### src/rtl/pic_pkg.sv
package pic_pkg;
   localparam int unsigned PIC_DW    = 8;
   localparam int unsigned PIC_AW    = 5;
   localparam int unsigned PIC_NSRC  = 8;

   localparam logic [PIC_AW-1:0] PIC_STAT_ADDR = 5'h10;
   localparam logic [PIC_AW-1:0] PIC_MASK_ADDR = 5'h11;

   // source bit positions
   localparam int unsigned SRC_ALARM   = 0;
   localparam int unsigned SRC_TENTHS  = 1;
   localparam int unsigned SRC_SECOND  = 2;
   localparam int unsigned SRC_MINUTE  = 3;
   localparam int unsigned SRC_HOUR    = 4;
   localparam int unsigned SRC_DAY     = 5;
   localparam int unsigned SRC_WEEKDAY = 6;
   localparam int unsigned SRC_MONTH   = 7;

   typedef enum logic [1:0] {
      BUS_IDLE    = 2'd0,
      BUS_RD_STAT = 2'd1,
      BUS_RD_MASK = 2'd2,
      BUS_WR_MASK = 2'd3
   } bus_op_e;
endpackage

### src/rtl/pic_src_cond.sv
module pic_src_cond #(
   parameter int unsigned       N_SRC     = 8,
   parameter logic [N_SRC-1:0]  EDGE_MASK = 8'h01
) (
   input  logic             clk_i,
   input  logic             rst_ni,
   input  logic [N_SRC-1:0] evt_i,
   output logic [N_SRC-1:0] hit_o
);
   for (genvar i = 0; i < N_SRC; i++) begin : g_src
      if (EDGE_MASK[i]) begin : g_edge
         logic prev_q;
         always_ff @(posedge clk_i or negedge rst_ni) begin
            if (!rst_ni) prev_q <= 1'b0;
            else         prev_q <= evt_i[i];
         end
         assign hit_o[i] = evt_i[i] & ~prev_q;
      end else begin : g_pulse
         assign hit_o[i] = evt_i[i];
      end
   end
endmodule

### src/rtl/pic_bus_dec.sv
module pic_bus_dec
   import pic_pkg::*;
#(
   parameter int unsigned       AW        = 5,
   parameter logic [AW-1:0]     STAT_ADDR = 5'h10,
   parameter logic [AW-1:0]     MASK_ADDR = 5'h11
) (
   input  logic          cs_i,
   input  logic          rd_i,
   input  logic          wr_i,
   input  logic [AW-1:0] addr_i,
   output bus_op_e       op_o
);
   always_comb begin
      op_o = BUS_IDLE;
      if (cs_i && rd_i) begin
         if (addr_i == STAT_ADDR)      op_o = BUS_RD_STAT;
         else if (addr_i == MASK_ADDR) op_o = BUS_RD_MASK;
      end else if (cs_i && wr_i && addr_i == MASK_ADDR) begin
         op_o = BUS_WR_MASK;
      end
   end
endmodule

### src/rtl/pic_status.sv
module pic_status #(
   parameter int unsigned N_SRC = 8
) (
   input  logic             clk_i,
   input  logic             rst_ni,
   input  logic [N_SRC-1:0] set_i,
   input  logic             rsel_i,
   output logic [N_SRC-1:0] pend_o,
   output logic [N_SRC-1:0] snap_o,
   output logic             rsel_q_o
);
   logic [N_SRC-1:0] pend_q, snap_q, clr;
   logic             rsel_q, rd_start, rd_end;

   assign rd_start = rsel_i & ~rsel_q;
   assign rd_end   = ~rsel_i & rsel_q;
   assign clr      = rd_end ? snap_q : '0;

   always_ff @(posedge clk_i or negedge rst_ni) begin
      if (!rst_ni) begin
         pend_q <= '0;
         snap_q <= '0;
         rsel_q <= 1'b0;
      end else begin
         // clear only what was reported; new sets always win
         pend_q <= (pend_q & ~clr) | set_i;
         rsel_q <= rsel_i;
         if (rd_start) snap_q <= pend_q;
      end
   end

   assign pend_o   = pend_q;
   assign snap_o   = snap_q;
   assign rsel_q_o = rsel_q;
endmodule

### src/rtl/pic_periodic_irq.sv
module pic_periodic_irq
   import pic_pkg::*;
#(
   parameter int unsigned       DW        = PIC_DW,
   parameter int unsigned       AW        = PIC_AW,
   parameter int unsigned       N_SRC     = PIC_NSRC,
   parameter logic [AW-1:0]     STAT_ADDR = PIC_STAT_ADDR,
   parameter logic [AW-1:0]     MASK_ADDR = PIC_MASK_ADDR,
   parameter logic [N_SRC-1:0]  EDGE_MASK = 8'h01
) (
   input  logic             clk_i,
   input  logic             rst_ni,
   input  logic [N_SRC-1:0] evt_i,
   input  logic             cs_i,
   input  logic             rd_i,
   input  logic             wr_i,
   input  logic [AW-1:0]    addr_i,
   input  logic [DW-1:0]    wdata_i,
   output logic [DW-1:0]    rdata_o,
   output logic             irq_o
);
   if (N_SRC > DW) begin : g_chk_width
      $error("pic_periodic_irq: N_SRC exceeds data width");
   end
   if (STAT_ADDR == MASK_ADDR) begin : g_chk_addr
      $error("pic_periodic_irq: register addresses collide");
   end

   bus_op_e          op;
   logic [N_SRC-1:0] mask_q, hit, set, pend, snap;
   logic             rsel_q;

   pic_bus_dec #(
      .AW(AW), .STAT_ADDR(STAT_ADDR), .MASK_ADDR(MASK_ADDR)
   ) u_dec (
      .cs_i(cs_i), .rd_i(rd_i), .wr_i(wr_i), .addr_i(addr_i), .op_o(op)
   );

   pic_src_cond #(.N_SRC(N_SRC), .EDGE_MASK(EDGE_MASK)) u_cond (
      .clk_i(clk_i), .rst_ni(rst_ni), .evt_i(evt_i), .hit_o(hit)
   );

   always_ff @(posedge clk_i or negedge rst_ni) begin
      if (!rst_ni)                mask_q <= '0;
      else if (op == BUS_WR_MASK) mask_q <= wdata_i[N_SRC-1:0];
   end

   assign set = hit & mask_q;

   pic_status #(.N_SRC(N_SRC)) u_stat (
      .clk_i(clk_i), .rst_ni(rst_ni), .set_i(set),
      .rsel_i(op == BUS_RD_STAT), .pend_o(pend), .snap_o(snap),
      .rsel_q_o(rsel_q)
   );

   always_comb begin
      rdata_o = '0;
      unique case (op)
         BUS_RD_STAT: rdata_o[N_SRC-1:0] = rsel_q ? snap : pend;
         BUS_RD_MASK: rdata_o[N_SRC-1:0] = mask_q;
         default:     rdata_o = '0;
      endcase
   end

   assign irq_o = |pend;
endmodule

### config.mk
export PLATFORM = sky130hd
export DESIGN_NAME = pic_periodic_irq
export DESIGN_NICKNAME = d
export VERILOG_FILES = /design/src/rtl/pic_pkg.sv /design/src/rtl/pic_src_cond.sv /design/src/rtl/pic_bus_dec.sv /design/src/rtl/pic_status.sv /design/src/rtl/pic_periodic_irq.sv
export SDC_FILE = /design/constraint.sdc
export NUM_CORES = 1
export LEC_CHECK = 0
export BUFFER_PORTS_ARGS = -buffer_cell sky130_fd_sc_hd__buf_2
export CAP_MARGIN = 25
export CELL_PAD_IN_SITES_DETAIL_PLACEMENT = 0
export CELL_PAD_IN_SITES_GLOBAL_PLACEMENT = 2
export CORE_MARGIN = 1
export CORE_UTILIZATION = 30
export DETAILED_ROUTE_END_ITERATION = 10
export HOLD_SLACK_MARGIN = 0.06
export PLACE_DENSITY_LB_ADDON = 0.1
export SYNTH_ARGS = -nofsm -noshare
export SYNTH_HDL_FRONTEND = slang
export SYNTH_HIERARCHICAL = 1
export SYNTH_SLANG_ARGS = --single-unit
### constraint.sdc
create_clock -name clk_i -period 6.1 [get_ports clk_i]
set_input_delay 1.22 -clock clk_i [delete_from_list [all_inputs] [get_ports clk_i]]
set_output_delay 1.22 -clock clk_i [all_outputs]
set_load 0.01 [all_outputs]
# [After elaboration in Yosys (flattened, before gate mapping)]
# Index checks and enable logic that the tools add are counted.
[totals] ff_bits=26 in_bits=26 elab_cells=31
[classes] eq_ne=5 n_mux=7 bitwise_logic=10 reduce_logical=4
[op_table] cell="AND 8 bit" n=2
[op_table] cell="2-to-1 mux 8 bit" n=2
[op_table] cell="case mux 8 bit (2 select lines)" n=1
[op_table] cell="== test 5 bit (second input constant)" n=2
[op_table] cell="2-to-1 mux 2 bit" n=4
[op_table] cell="NOT 8 bit" n=1
[op_table] cell="bitwise OR 8 bit" n=1
[op_table] cell="OR reduction 8 bit" n=1
[op_table] cell="== test 2 bit (second input constant)" n=2
[op_table] cell="AND 1 bit" n=3
[op_table] cell="logical AND 1 bit" n=3
[op_table] cell="NOT 1 bit" n=3
[op_table] cell="== test 2 x 1 -> 1 bit (second input constant)" n=1

# [Depth between registers and ports, before layout]
[depth] word_depth=11 depth_mapped=7 mapped_depth_nobuf=6

# [Modules after synthesis]
# Netlist, hierarchy kept.
[by_module_without_submodules] module="pic_status" n_inst=1 cells_each=53 area_per_inst_um2=700.7 seq_area_each_um2=425.4
[by_module_without_submodules] module="pic_periodic_irq" n_inst=1 cells_each=54 area_per_inst_um2=636.9 seq_area_each_um2=200.2
[by_module_without_submodules] module="pic_src_cond" n_inst=1 cells_each=9 area_per_inst_um2=91.3 seq_area_each_um2=25.0
[by_module_without_submodules] module="pic_bus_dec" n_inst=1 cells_each=7 area_per_inst_um2=58.8 seq_area_each_um2=0.0

# [Worst setup path after synthesis]
# Ideal clock, no wire load.
[synth_path] path_type="input to output" start="input addr_i[3]" end="output rdata_o[0]" arrival_time_ns=2.841 t_required_ns=4.880 slack_ns=2.039 cell_stages=7 n_path_buf=1 path_cell_list="or4b_4 -> a211oi_2 -> inv_1 -> ha_1 -> nand2b_4 -> buf_4 -> o2bb2ai_1"
[synth_via] elab_chain_cells=6 word_cells_on_any_way=10 classes_between="eq/ne (4); mux (5); reduce/logical (1)"
[synth_lines] element="start: declaration" line="pic_periodic_irq.sv:17" source="input logic [AW-1:0] addr_i,"
[synth_lines] element="== test 5 bit" line="pic_bus_dec.sv:19" source="end else if (cs_i && wr_i && addr_i == MASK_ADDR) begin"
[synth_lines] element="logical AND 1 bit" line="pic_bus_dec.sv:19"
[synth_lines] element="2-to-1 mux 2 bit" line="pic_bus_dec.sv:19"
[synth_lines] element="2-to-1 mux 2 bit *" line="pic_bus_dec.sv:16" source="if (cs_i && rd_i) begin"
[synth_lines] element="net op[0]" line="pic_periodic_irq.sv:29" source="bus_op_e op;"
[synth_lines] element="== test 2 bit or == test 2 x 1 -> 1 bit (tied branches)" line="pic_periodic_irq.sv:58" source="unique case (op)"
[synth_lines] element="case mux 8 bit (2 select lines) *" line="pic_periodic_irq.sv:58"
[synth_lines] element="end: declaration" line="pic_periodic_irq.sv:19" source="output logic [DW-1:0] rdata_o,"
# Mark *: on every way through the listed nets, which the timed path passes. The rest lies on a longest branch.

# [Worst setup path after layout]
[layout_path] start="input addr_i[3]" end="output rdata_o[2]"
# The elaborated chain is that of the path after synthesis.

==> metrics <==
syn_nets 152; Syn-to-layout area delta 14.47%; Worst path max stage delay 0.63 ns; r2r endpoint u_stat/snap_o[6]; crit end category output port; mean post-synth cell area 12.09 um2; DIE AREA 0.005245 mm2; Fin. Hold Viols 0; hold worst-path end u_stat/pend_o[5]; measured slew at the worst slew-check pin 0.8023 ns; Chip Height 72.42 um; setup violators final 0; Cell Pwr Density 207.6 mW/mm2; Min-Delay Startpoint u_stat/snap_o[5]; Clock Latency Late Sink 0.27 ns; part of the cycle the worst path needs 76.96%; Slew headroom 46.41%; CTS Buf Count 3; WP buf/inv 3; post_cts resized 0; Hold Crit Depth 1; hold buffers post-CTS 0; status complete, no violations; RD Place Congestion 0.7167; Port Buffers 34; post-route ant nets 0; clock buffer depth 2; Top cell by count, worst path buf_2; Achievable Freq 213.0 MHz; largest net degree at the start of global routing 27; critical path startpoint addr_i[3]; net count reported at finish 178; share of layout cells above drive strength 1 41.22%; final core utilization 35.82%; Hold Crit Class flip-flop to flip-flop; IO Pins 35; Critical Path Fanout Max 8; post-route cell area 0.001703 mm2; Static Leak 0.7836 nW; final max-slew violation count 0; initial antenna violation count 0; filler instances 513; reg2reg path depth 2; RSZ-0062 raised after global routing no; synth unique cells 24; Syn Std Cell Area 0.001488 mm2; # DRC 0; Worst-path clk slew 0.09 ns; min Tclk post-route 4.694 ns; clk root buf clkbuf_8; most common cell after layout, fill and taps aside buf_2; crit-path cells buf_2 -> or4b_4 -> a211oi_2 -> inv_1 -> ha_1 -> nor2b_1 -> o2bb2ai_1 -> buf_2; crit path max-delay cell type nor2b_1; clock skew 0.005149 ns; drt first pass iters 3; core area 0.004755 mm2; Min Hold Slack 0.4874 ns; Yosys warning count 6; Initial Utilization 31.29%; # rows 25; Req. time, crit path 4.88 ns; initial DRC count 45; CTS HTree Levels 1; total number of vias 933; Via density 4.340; setup TNS 0 ns; vias in the first global route 925; final WL 3.031 mm; Gate Count Post-Synth 123; # Max-Cap Violations 0; dpl hpwl 2.095 mm; Worst path top cell family by delay simple AND/OR/NAND/NOR gates; Setup Crit Path Kind primary input to output port; Die W 72.42 um; R2R Setup Slk 4.60 ns; FF+latch count, synth 26; worst r2r src u_stat/rsel_q_o; Total GRT Usage 12.46%; sequential share of the synthesized area 43.73%; worst vdd ir 73.54 uV; clk sinks 26; # Post-CTS Setup Buffers 0; Worst Setup Start Kind primary input; n_diodes 0; CP arrival 3.47 ns; Post-Place Cell Area 0.001632 mm2; GRT overflow 0; most frequent cells in the layout buf_2, dfrtp_1, mux2_4, inv_1; first-pass GRT wire length 4.767 mm; Routed WL per cell 14.10 um; CTS tree done
-- through the flow --
stage	std cells	total power, mW	worst slack [ns]
after floorplan	123	0.1999	2.039
after global placement	211	0.2129	1.393
after detailed placement	211	0.2140	1.379
after CTS	215	0.3598	1.379
after global routing	215	0.3712	1.265
final	215	0.3536	1.406
-- state kept, by name (all words and copies together) (netlist names) --
| signal | flops |
|---|---|
| u_stat/snap_o | 8 |
| mask_q | 8 |
| u_stat/pend_o | 8 |
| u_cond/g_src.g_edge.prev_q | 1 |
| u_stat/rsel_q_o | 1 |
-- power breakdown --
part	switching, mW	total, mW	internal (mW)	leakage (nW)
logic	0.0136	0.0284	0.0148	0.388
clock network	0.0561	0.144	0.0878	0.0357
registers	0.00481	0.181	0.177	0.360
total	0.0745	0.354	0.279	0.784
-- cells in the mapped netlist --
library cell / number / share of area [%]
dfrtp_1: 26 / 44
mux2_4: 16 / 16
inv_1: 11 / 2.8
a31oi_1: 8 / 3.4
and2_1: 8 / 3.4
buf_4: 8 / 4.0
mux2i_1: 8 / 5.4
nor2_1: 8 / 2.0
o2bb2ai_1: 8 / 4.7
buf_6: 4 / 3.0
ha_1: 3 / 2.5
nor2b_4: 2 / 1.9
nor4_1: 2 / 0.84
a211oi_2: 1 / 0.84
and2b_2: 1 / 0.59
buf_2: 1 / 0.34
nand2_1: 1 / 0.25
nand2b_1: 1 / 0.42
nand2b_4: 1 / 0.92
nand3b_1: 1 / 0.50
nor2b_1: 1 / 0.42
nor3_2: 1 / 0.67
o21ai_0: 1 / 0.34
or4b_4: 1 / 0.92
-- how the worst max path moves through the flow --
stage | end | slack (ns) | depth (start not counted)
after floorplan | rdata_o[0] | 2.04 | 7
after global placement | rdata_o[3] | 1.39 | 8
after detailed placement | rdata_o[0] | 1.38 | 8
after CTS | rdata_o[0] | 1.38 | 8
after global routing | rdata_o[1] | 1.26 | 8
final | rdata_o[2] | 1.41 | 8
-- cells by family after synthesis --
logic type | count (synthesis) | share of synthesized area, %
adders and majority gates | 3 | 2.523
buffers and inverters | 24 | 10.18
AOI/OAI and AO/OA | 18 | 9.251
and+or+nand+nor | 28 | 12.78
DFF | 26 | 43.73
muxes | 24 | 21.53
-- routing by layer --
| layer | vias up | routed length, um | track usage, % | part of all wire (%) |
|---|---|---|---|---|
| li1 | 470 | - | - | - |
| met1 | 440 | 1466 | 15.98 | 48 |
| met2 | 21 | 1418 | 20.87 | 47 |
| met3 | 2 | 122 | 2.361 | 4.0 |
| met4 | 0 | 23 | 4.575 | 0.76 |
| met5 | - | 0 | 0 | 0 |
-- layout make-up --
type	count	area, um2	share of cell area (%)
Inverter	11	41.29	2.425
Multi-Input combinational cell	73	685.7	40.26
Clock buffer	3	41.29	2.425
Tap cell	67	83.83	4.923
Clock inverter	1	30.03	1.763
Timing Repair Buffer	34	170.2	9.993
Sequential cell	26	650.6	38.21
Power figures use the tool's default switching activity.
